## src/rtl/plru_repl.sv

```systemverilog
module plru_repl #(
  parameter int WAYS = 4,
  parameter int SETS = 16,
  localparam int SETW = (SETS > 1) ? $clog2(SETS) : 1
) (
  input  logic            clk,
  input  logic            rst_n,
  input  logic            fifo_mode,
  input  logic            look_en,
  input  logic [SETW-1:0] look_set,
  output logic [1:0]      victim,
  output logic            victim_vld,
  input  logic            upd_en,
  input  logic [SETW-1:0] upd_set,
  input  logic [1:0]      upd_way,
  input  logic [1:0]      upd_kind,
  output logic [5:0]      wr_bits,
  output logic [5:0]      wr_mask
);
  localparam int MAXW = 4;
  localparam logic [1:0] K_HIT = 2'd0;
  localparam logic [1:0] K_INV = 2'd2;
  localparam logic [1:0] K_NONE = 2'd3;

  logic [5:0] st [SETS];
  logic [5:0] rd;
  logic [MAXW-1:0] older, older_q;

  always_comb begin
    int k;
    k = 0;
    wr_bits = '0;
    wr_mask = '0;
    for (int i = 0; i < MAXW; i++)
      for (int j = i + 1; j < MAXW; j++) begin
        if (j < WAYS && upd_en && upd_kind != K_NONE &&
            (int'(upd_way) == i || int'(upd_way) == j)) begin
          wr_mask[k] = !(fifo_mode && upd_kind == K_HIT);
          wr_bits[k] = (upd_kind == K_INV) ? (int'(upd_way) == j) : (int'(upd_way) == i);
        end
        k++;
      end
  end

  assign rd = st[look_set];

  always_comb begin
    int k;
    k = 0;
    for (int w = 0; w < MAXW; w++) older[w] = (w < WAYS);
    for (int i = 0; i < MAXW; i++)
      for (int j = i + 1; j < MAXW; j++) begin
        if (j < WAYS) begin
          if (rd[k]) older[i] = 1'b0;
          else       older[j] = 1'b0;
        end
        k++;
      end
  end

  always_ff @(posedge clk) begin
    if (!rst_n) begin
      for (int s = 0; s < SETS; s++) st[s] <= '0;
      victim_vld <= 1'b0;
      victim     <= '0;
      older_q    <= '0;
    end else begin
      if (upd_en) st[upd_set] <= (st[upd_set] & ~wr_mask) | (wr_bits & wr_mask);
      victim_vld <= look_en;
      if (look_en) begin
        older_q <= older;
        victim  <= older[0] ? 2'd0 : older[1] ? 2'd1 : older[2] ? 2'd2 : 2'd3;
      end
    end
  end

  a_r6_victim_after_lookup: assert property (@(posedge clk) disable iff (!rst_n)
    look_en |=> victim_vld);
  a_r6_no_spurious_valid: assert property (@(posedge clk) disable iff (!rst_n)
    !look_en |=> !victim_vld);
  a_r5_single_oldest: assert property (@(posedge clk) disable iff (!rst_n)
    victim_vld |-> $countones(older_q) == 1);
  a_r4_fifo_hit_silent: assert property (@(posedge clk) disable iff (!rst_n)
    (upd_en && fifo_mode && upd_kind == K_HIT) |-> wr_mask == 6'd0);
  a_r2_alloc_mask_size: assert property (@(posedge clk) disable iff (!rst_n)
    (upd_en && upd_kind == 2'd1 && int'(upd_way) < WAYS) |-> $countones(wr_mask) == WAYS - 1);
  a_r8_victim_in_range: assert property (@(posedge clk) disable iff (!rst_n)
    victim_vld |-> int'(victim) < WAYS);
endmodule

```

## config.mk

```make
export PLATFORM = sky130hd
export DESIGN_NAME = plru_repl
export DESIGN_NICKNAME = d
export VERILOG_FILES = /design/src/rtl/plru_repl.sv
export SDC_FILE = /design/constraint.sdc
export NUM_CORES = 1
export LEC_CHECK = 0
export CAP_MARGIN = 20
export CORE_MARGIN = 2
export CORE_UTILIZATION = 60
export CTS_BUF_LIST = sky130_fd_sc_hd__clkbuf_8
export DETAILED_ROUTE_END_ITERATION = 6
export PLACE_DENSITY = 0.91
export SLEW_MARGIN = 40
export SYNTH_ARGS = -nofsm -noshare
export SYNTH_HDL_FRONTEND = slang
export SYNTH_SLANG_ARGS = --single-unit
```

## constraint.sdc

```tcl
create_clock -name clk -period 5.6 [get_ports clk]
set_clock_uncertainty 0.15 [all_clocks]
set_input_delay 0.84 -clock clk [delete_from_list [all_inputs] [get_ports clk]]
set_output_delay 0.84 -clock clk [all_outputs]
set_load 0.005 [all_outputs]
```

---- Yosys cells after proc, flatten, opt, wreduce, memory -nomap -nowiden ----
Memory sizes are Yosys's and may differ from the RTL's.
Cells that the tools add are included.
storage, ports and cells
  flip-flop bits (word level) ............. 3
  bits in writable memories ............... 96
  output and inout bits ................... 15
  logic and storage cells ................. 67
  memories ................................ 1
operators by class
  equality and inequality tests ........... 5
  multiplexer cells ....................... 37
  bitwise operators ....................... 4
  reduce and logical (&&, ||, !) cells .... 18
memory list
  memory  depth  bits a word  read ports  clocked after memory_dff  wr ports  line  RTL
  st      16     6            2           0                         16        25    logic [5:0] st [SETS];
operators by type and width
  operator                                             count
  two-way mux 1 bit                                    33
  bitwise AND 6 bit                                    2
  logical AND 1 bit                                    8
  equality test 2 bit, second input constant           3
  logical OR 1 bit                                     6
  two-way mux 6 bit                                    1
  NOT 6 bit                                            1
  OR 6 bit                                             1
  OR reduction 6 bit                                   1
  logical NOT 2 bit                                    2
  two-way mux 2 bit                                    2
  two-way mux 4 bit                                    1
  equality test 2 x 1 -> 1 bit, second input constant  1
  != test 2 bit, second input constant                 1
  logical NOT 1 bit                                    1

---- Logic depth before layout (Yosys ltp) ----
Gate-level depths: netlist of the first run.
  depth after elaboration ................. 8
  depth in mapped cells ................... 8

---- Worst setup path after synthesis of the first run ----
Ideal clock, no wire load.
  path kind ............................... input -> output
  from .................................... input upd_kind[1]
  to ...................................... output wr_mask[0]
  arrival ................................. 1.968 ns
  required time ........................... 4.610 ns
  path slack .............................. 2.642 ns
  stages on the path ...................... 6
  cells stage by stage .................... or3b_1 > buf_2 > and3_1 > clkbuf_1 > o21ai_0 > inv_1
between the ends
  word-level cells in the longest chain between the ends .. 4
  elaborated cells on any way between the ends .. 7
  those cells by class .................... 1 x eq/ne; 1 x mux; 5 x reduce/logical
ends and longest elaborated chain
  element                                                        line    RTL
  from (decl)                                                    16      input logic [1:0] upd_kind,
  != test 2 bit / logical NOT 2 bit (equally long branches)      36, 38
  logical AND 1 bit, on equally long branches                    36, 38
  logical AND 1 bit / logical NOT 1 bit (equally long branches)  36, 38
  two-way mux 1 bit *                                            36      if (j < WAYS && upd_en && upd_kind != K_NONE &&
  to (decl)                                                      18      output logic [5:0] wr_mask
Every way passes the cells marked *; elsewhere a longest branch is shown, timed or not.

---- Worst setup path in the final report of the first run ----
  from .................................... input upd_kind[1]
  to ...................................... output wr_mask[1]
The elaborated chain is that of the path after synthesis.

==> results of run 1 <==
## cell type report
cell class              instances  share of cell area [%]
multi-input cells             267                    38.8
flip-flops and latches         99                    49.4
well taps                     108                    2.27
clock inverters                 7                    1.39
repair buffers                 35                    5.59
clock buffers                   9                    2.08
inverters                       7                   0.441
## per-layer routing
layer	global-route usage [%]	vias up
met4	15.9	0
met1	38.7	1799
met5	0	-
met2	45.4	323
met3	5.62	59
li1	-	1547
## worst max-delay path: cells and delay by family
kind                   cells  cell delay [ps]
and+or+nand+nor            2              930
AOI/OAI and AO/OA          1              220
buffers and inverters      3             1020
## registers in the layout, summed over array words and instances (netlist names)
signal and count:
st 96, victim 2, victim_vld 1
## power groups by stage
stage	Sequential (mW)	Combinational, mW	Clock [mW]
after floorplan	0.866	0.171	0
after global placement	0.872	0.234	0
after detailed placement	0.875	0.239	0
after CTS	0.858	0.240	0.478
after global routing	0.861	0.257	0.503
final	0.859	0.243	0.479
## metrics by stage
step / util (%) / worst slack (ps) / total power, mW
after floorplan: - / 2640 / 1.04
after global placement: 65.6 / 1700 / 1.11
after detailed placement: 65.6 / 1610 / 1.11
after CTS: 68.0 / 1620 / 1.58
after global routing: 68.0 / 1490 / 1.62
final: 68.0 / 1610 / 1.58
## cell families (layout without fill, tap and decap cells)
kind of cell,Yosys count,after routing
adder cells (fa/ha/maj),4,4
AO/OA/AOI/OAI,23,23
multiplexers,59,59
flip-flops,99,99
buffers and inverters,34,58
AND/OR/NAND/NOR,181,181
## worst min path at each step
stage,start,end,depth (start not counted)
final,victim[0],victim[0],2
after global routing,victim[1],victim[1],2
after CTS,victim[0],victim[0],2
after detailed placement,victim[0],victim[0],2
after global placement,victim[0],victim[0],2
after floorplan,victim[0],victim[0],2
## layout by cell type, fill, tap and decap left out, drive strengths merged, types with 7 or more instances in the layout
cell           instances
clkbuf                 9
clkdlybuf4s50         29
edfxtp                96
inv                   10
mux4                  54
nand2                 39
nand3                 13
nor2                 104
o21ai                  7
==> impl_metrics.tcl, run 1 <==
set metrics [dict create \
    status "complete, no violations" \
    pwr-share-clk_pct 30.3 \
    drive_gt1_share_pct 19.6 \
    cts_hold_buf 0 \
    p_per_area_nw_per_um2 265 \
    ys_async_sr_fraction_pct 0 \
    rrSetupSlack_ps 3050 \
    antenna_cells 0 \
    rsz0062_at_grt "false" \
    crit_path_start "upd_kind[1]" \
    ant_nets 0 \
    finalSetupViolCount 0 \
    slowest_delay_ps 600 \
    area_delta_synth_final_pct 9.75 \
    met2_length_um 6370 \
    place_hpwl_um 9380 \
    nets 440 \
    finalHoldViolCount 0 \
    core_area_um2 8760 \
    die_width_um 99.1 \
    crit_path_end_kind "output port" \
    swShare_pct 26.7 \
    cts_setup_buffers 0 \
    grt_max_degree 32 \
    clk_latency_ps 370 \
    synth_compound_area_share_pct 3.99 \
    instances_no_fill 532 \
    cts_buffer_depth 2 \
    path_cells "clkdlybuf4s50_1, or3b_1, and3_1, o21ai_0, inv_1, clkdlybuf4s50_1" \
    synth_fp_nets 421 \
    synth_top_family_by_area "multiplexers" \
    crit_type "in2out" \
    synth_top_area_cell "edfxtp_1" \
    crit_required_ps 4610 \
    synth_fa_ha_area_share_pct 0.922 \
    irDropWorstVdd_uv 129 \
    cts.sink_count 99 \
    h-tree-depth 3 \
    cpMaxStageDelayCell "or3b_1" \
    p_seq_share_pct 54.3 \
    avgSynthCellArea_um2 13.6 \
    netlist_top_cells_count "104 x nor2_1, 96 x edfxtp_1, 54 x mux4_2, 39 x nand2_1, 13 x nand3_1" \
    netlist_area_um2 5430 \
    fin_hold_ws_ps 372 \
    placed_cells 516 \
    met1_length_um 4440 \
    muxShareOfSynthArea_pct 23.6 \
    portBuffers 31 \
    synthFlopType "edfxtp_1" \
    worst_pin_slew_ps 849 \
    path_max_fanout 6 \
    cp-start-kind "input port" \
    boundaryPins 32 \
    period_share_pct 71.3 \
    min_period_ps 3990 \
    synthCells 400 \
    finalWeightedCongestion 0.972 \
    slew_violations 0 \
    die-height_um 99.1 \
    synth_seq_cells 99 \
    die_area_um2 9820 \
    hold_path_class "reg2reg" \
    wl_per_cell_um 25.1 \
    drt-initial-drc-count 677 \
    multi_input_comb_area_um2 2310 \
    via_per_inst 7.01 \
    setup_tns_ps 0 \
    critPathArrivalTime_ps 3000 \
    dr.max_layer_used "met4" \
    maxCapViolations 0 \
    p_switching_mw 0.422 \
    grt_overflow_total 0 \
    regArea_um2 2940 \
    num_vias 3728 \
    internal-power_mw 1.16 \
    cp_common_cell "clkdlybuf4s50_1" \
    grt_usage_pct 28.9 \
    start_util_pct 61.9 \
    synth_top_area_share_pct 53.1 \
    power_frac_comb_pct 15.4 \
    fill_cells 592 \
    rr_worst_depth 4 \
    seq_area_frac_synth_pct 54.2 \
    wl_met3_um 1750 \
    yosys.area_share.simple_pct 14.1 \
    placed_cell_area_um2 5750 \
    fmax_mhz 250 \
    firstDrtPassIters 6 \
    clk_pin_slew_ps 100 \
    cts_root_buf "clkbuf_8" \
    leakage_nw 2.06 \
    ys_top_cells_by_area "edfxtp_1 53%, mux4_2 22%, nor2_1 7.2%" \
    synth.distinct_cells 34 \
    yosysMostFrequentCell "nor2_1" \
    cts_tree "yes" \
    antenna_found_initial 0 \
    r2r-start "st[15][3]" \
    grt_pass1_wl_um 21000 \
    fin_area_um2 5960 \
    grt_pass1_vias 3733 \
    maxSlewHeadroom_pct 43.2 \
    cts-resized-gates 0 \
    synth_edf_count 96 \
    drt_wl_total_um 13300 \
    rows 34 \
    drc 0 \
    critPathCapture "wr_mask[1]" \
    yosys_warnings 0 \
    cts_inserted_buffers 9 \
    crit-reg2reg-capture "st[5][3]" \
    synthXorXnorAreaFrac_pct 0 \
]
No activity file was read; power rests on OpenSTA's default activity.
==> run 2: changes to the inputs <==
Settings changed: CORE_UTILIZATION 60 to 56, PLACE_DENSITY 0.91 to 0.9.
Clock period 5.6 ns to 3.2 ns, I/O delays scaled along.
==> run 2 against run 1 <==
Wire length up 3.9%. First-iteration DRC count shrank 16%. Sequential share of layout area fell by 2.1 points. Critical endpoint unchanged.
==> impl_metrics.tcl, run 2 (same netlist as run 1, synthesis figures left out) <==
set metrics [dict create \
    nets 464 \
    maxSlewHeadroom_pct 59.9 \
    ant_nets 0 \
    slew_violations 0 \
    grt_usage_pct 28.8 \
    antenna_cells 0 \
    cts_setup_buffers 0 \
    largest-register "st" \
    p_seq_share_pct 54.1 \
    p_switching_mw 0.732 \
    grt_pass1_wl_um 21500 \
    grt_max_degree 32 \
    placed_cells 561 \
    rows 35 \
    power_frac_comb_pct 17.2 \
    final_cell_mix "104 x nor2_1, 96 x edfxtp_1, 54 x mux4_2" \
    p_per_area_nw_per_um2 449 \
    maxCapViolations 0 \
    place_hpwl_um 10300 \
    cts_tree "yes" \
    period_share_pct 96.7 \
    drt-initial-drc-count 568 \
    die_width_um 102 \
    irDropWorstVdd_uv 203 \
    drive_gt1_share_pct 23.2 \
    cts_buffer_depth 2 \
    die_area_um2 10500 \
    layout_commonest_cell "nor2_1" \
    min_period_ps 3100 \
    crit_required_ps 2570 \
    finalWeightedCongestion 0.995 \
    firstDrtPassIters 5 \
    worst_pin_slew_ps 593 \
    rsz0062_at_grt "false" \
    internal-power_mw 2.06 \
    pwr-share-clk_pct 28.7 \
    die-height_um 102 \
    instances_no_fill 577 \
    largestRegisters "st (96), victim (2), victim_vld (1)" \
    setup_tns_ps 0 \
    crit_path_end_kind "output port" \
    leakage_nw 2.20 \
    finalSetupViolCount 0 \
    fill_cells 641 \
    grt_pass1_vias 3836 \
    fmax_mhz 323 \
    path_max_fanout 6 \
    swShare_pct 26.3 \
    portBuffers 31 \
    largest_register_ffs 96 \
    clk_pin_slew_ps 110 \
    finalHoldViolCount 0 \
    start_util_pct 58.2 \
    boundaryPins 32 \
    antenna_found_initial 0 \
    critPathArrivalTime_ps 2470 \
    crit_type "in2out" \
    cts_root_buf "clkbuf_8" \
    drt_wl_total_um 13900 \
    via_per_inst 6.73 \
    drc 0 \
    wl_per_cell_um 24.0 \
    cp-start-kind "input port" \
    h-tree-depth 3 \
    cts_inserted_buffers 9 \
    status "complete, no violations" \
    num_vias 3882 \
    area_delta_synth_final_pct 14.5 \
    core_area_um2 9330 \
    hold_path_class "reg2reg" \
    finalPower_mw 2.79 \
    grt_overflow_total 0 \
    cts.sink_count 99 \
    clk_latency_ps 380 \
]
## run 2: cell types whose count changed in the layout (fill, tap and decap cells not counted), sizes merged
cell / change
clkdlybuf4s50: +1
clkinv: -1
inv: +1
buf: +23
## run 2: power groups by stage
stage | Combinational (mW) | Sequential, mW | Clock [mW]
floorplan | 0.299 | 1.52 | 0
global placement | 0.452 | 1.53 | 0
detailed placement | 0.467 | 1.53 | 0
CTS | 0.470 | 1.50 | 0.800
global route | 0.504 | 1.51 | 0.846
finish | 0.480 | 1.51 | 0.801
## run 2: layer usage
| layer | vias to the layer above | track usage (%) | wire length [um] |
|---|---|---|---|
| li1 | 1597 | - | - |
| met1 | 1857 | 38.5 | 4710 |
| met2 | 365 | 44.7 | 6540 |
| met3 | 63 | 6.29 | 1760 |
| met4 | 0 | 15.7 | 847 |
| met5 | - | 0 | 0 |
## run 2: path summary, 6_finish.rpt
| kind | from | end | slack, ps | depth (start not counted) |
|---|---|---|---|---|
| max | upd_kind[1] | wr_mask[1] | 100 | 6 |
| min | victim[0] | victim[0] | 380 | 2 |
| max reg2reg | st[1][2] | st[10][2] | 700 | 6 |
| min reg2reg | victim[0] | victim[0] | 380 | 2 |
## run 2: stage by stage
stage | utilization, % | hold WS [ps] | area (um^2) | setup WS (ps)
6_report | 66.6 | 381 | 6220 | 105
5_1_grt | 66.6 | 417 | 6220 | 20.3
4_1_cts | 66.6 | 369 | 6220 | 121
3_5_place_dp | 64.6 | 356 | 6020 | 126
3_3_place_gp | 64.6 | 337 | 6020 | 196
2_1_floorplan | - | 332 | 5430 | 675
## run 2: layout make-up
cell class | instances | area (um^2) | area share (%)
Clock buffer | 9 | 124 | 1.99
Clock inverter | 7 | 70.1 | 1.13
Inverter | 7 | 26.3 | 0.423
Multi-Input combinational cell | 267 | 2310 | 37.2
Sequential cell | 99 | 2940 | 47.3
Tap cell | 129 | 161 | 2.60
Timing Repair Buffer | 59 | 578 | 9.30
## run 2: worst max-delay path, cell delays in order
cell and delay [ps]:
clkdlybuf4s50_1 480, or3b_1 450, and3_1 260, o21ai_0 240, inv_1 90, clkdlybuf4s50_1 460
## run 2: repair_timing
| action | 4_1_cts | 5_1_grt |
|---|---|---|
| endpoints found under the hold margin | 0 | 0 |
| hold buffers | 0 | 0 |
| resized for setup | 0 | 1 |
| setup endpoints to repair | 0 | 1 |
==> run 3: changes to the inputs <==
Settings changed: CORE_ASPECT_RATIO set to 1.1, RECOVER_POWER set to 25.
==> run 3 against run 2 <==
Combinational power increased by 1%. Sequential share of layout area decreased by 0.16 points. Non-clock buffer count increased by 8. Clock power decreased by 3.7%. Largest cell class unchanged. Flip-flop and latch count unchanged. Critical endpoint is now wr_bits[1]. Via count increased by 2.5%. First-iteration DRC count increased by 5.3%. Wire length increased by 4.1%. Worst hold slack improved by 5.0 ps. Global-route usage increased by 0.23 points.
==> impl_metrics.tcl, run 3 (same netlist as run 1, synthesis figures left out) <==
set metrics [dict create \
    post-route-util_pct 66.4 \
    instances_no_fill 571 \
    setup_tns_ps 0 \
    die_area_um2 10500 \
    clk_latency_ps 380 \
    fmax_mhz 328 \
    rrSetupSlack_ps 470 \
    place_ws_ps 176 \
    nets 472 \
    crit-reg2reg-capture "st[8][5]" \
    worst_hold_path.num_cells 2 \
    drive_gt1_share_pct 23.8 \
    path_max_fanout 6 \
    maxCapViolations 0 \
    grt_pass1_vias 3973 \
    cp-start-kind "input port" \
    hold_end "victim[0]" \
    placed_cells 557 \
    h-tree-depth 3 \
    final_cell_mix "104 x nor2_1, 96 x edfxtp_1, 54 x mux4_2" \
    firstDrtPassIters 7 \
    drt_wl_total_um 14400 \
    pwr-share-clk_pct 27.9 \
    largest_register_ffs 96 \
    period_share_pct 95.2 \
    cts_hold_buf 0 \
    portBuffers 31 \
    fin_ws_ps 154 \
    maxSlewHeadroom_pct 49.3 \
    hold_path_class "reg2reg" \
    boundaryPins 32 \
    core_area_um2 9400 \
    clk_pin_slew_ps 90 \
    min_period_ps 3050 \
    leakage_nw 2.23 \
    worst_pin_slew_ps 760 \
    ant_nets 0 \
    cts_setup_buffers 0 \
    p_per_area_nw_per_um2 443 \
    finalPower_mw 2.77 \
    antenna_found_initial 0 \
    placed_cell_area_um2 6080 \
    power_frac_comb_pct 17.5 \
    via_per_inst 6.97 \
    cts_buffer_depth 2 \
    die-height_um 107 \
    status "complete, no violations" \
    area_delta_synth_final_pct 14.9 \
    drc 0 \
    critPathArrivalTime_ps 2420 \
    p_seq_share_pct 54.6 \
    finalWeightedCongestion 0.978 \
    rr_worst_depth 5 \
    largest-register "st" \
    fin_area_um2 6240 \
    cts_tree "yes" \
    cpMaxStageDelayCell "clkdlybuf4s50_1" \
    layout_commonest_cell "nor2_1" \
    slew_violations 0 \
    irDropWorstVdd_uv 199 \
    antenna_cells 0 \
    crit_required_ps 2570 \
    hp-start "victim[0]" \
    drt-initial-drc-count 598 \
    cts-resized-gates 0 \
    largestRegisters "st (96), victim (2), victim_vld (1)" \
    r2r-start "st[15][5]" \
    grt_overflow_total 0 \
    finalHoldViolCount 0 \
    grt_pass1_wl_um 22400 \
    cts_root_buf "clkbuf_8" \
    path_cells "clkdlybuf4s50_1, nor2b_1, nand2_1, a21boi_0, clkdlybuf4s50_1" \
    num_vias 3979 \
    crit_type "in2out" \
    grt_max_degree 32 \
    finalSetupViolCount 0 \
    die_width_um 97.9 \
    grt_usage_pct 29.1 \
    cts.sink_count 99 \
    wl_per_cell_um 25.3 \
    p_switching_mw 0.715 \
    internal-power_mw 2.05 \
    place_hpwl_um 10800 \
    cts_inserted_buffers 9 \
    crit_path_end_kind "output port" \
    rsz0062_at_grt "false" \
    swShare_pct 25.8 \
    rows 37 \
    fin_hold_ws_ps 386 \
    start_util_pct 57.8 \
    cp_common_cell "clkdlybuf4s50_1" \
    slowest_delay_ps 600 \
]
run 3: cell count changes in the layout (fill, tap and decap cells not counted), sizes merged:
cell,before,now
buf,29,35
clkbuf,9,11
clkdlybuf4s50,30,24
clkinv,0,2
clkinvlp,2,1
dlygate4sd3,0,6
inv,11,8
run 3: how the worst max path moves through the flow:
stage | slack (ps) | endpoint | start | cells past startpoint
2_1_floorplan | 680 | st[11][5] | upd_set[0] | 6
3_3_place_gp | 190 | wr_bits[1] | upd_way[0] | 6
3_5_place_dp | 180 | st[6][5] | upd_set[1] | 7
4_1_cts | 180 | wr_bits[1] | upd_way[0] | 6
5_1_grt | 40 | wr_bits[1] | upd_kind[1] | 5
6_report | 150 | wr_bits[1] | upd_kind[1] | 5
run 3: cell type report:
| cell class | instances | area [um^2] |
|---|---|---|
| clock buffers | 9 | 124 |
| clock inverters | 5 | 55.1 |
| fillers | 640 | 3160 |
| inverters | 7 | 26.3 |
| multi-input cells | 267 | 2300 |
| flip-flops and latches | 99 | 2940 |
| well taps | 117 | 146 |
| repair buffers | 67 | 643 |
run 3: routing by layer:
layer | part of all wire, % | global-route usage [%] | up-vias
li1 | - | - | 1607
met1 | 33 | 36.9 | 1930
met2 | 49 | 46.8 | 374
met3 | 13 | 6.04 | 68
met4 | 5.6 | 17.0 | 0
met5 | 0 | 0 | -
run 3: power by group through the flow:
stage	registers, mW	logic, mW	clock network [mW]
final	1.51	0.485	0.771
after floorplan	1.52	0.299	0
after detailed placement	1.54	0.482	0
after global placement	1.53	0.471	0
after CTS	1.51	0.486	0.771
after global routing	1.51	0.508	0.817
run 3: worst max-delay path, delay by kind of cell:
kind,cells,cell delay [ps]
buf+inv,2,1130
simple gates,2,370
compound gates,1,430
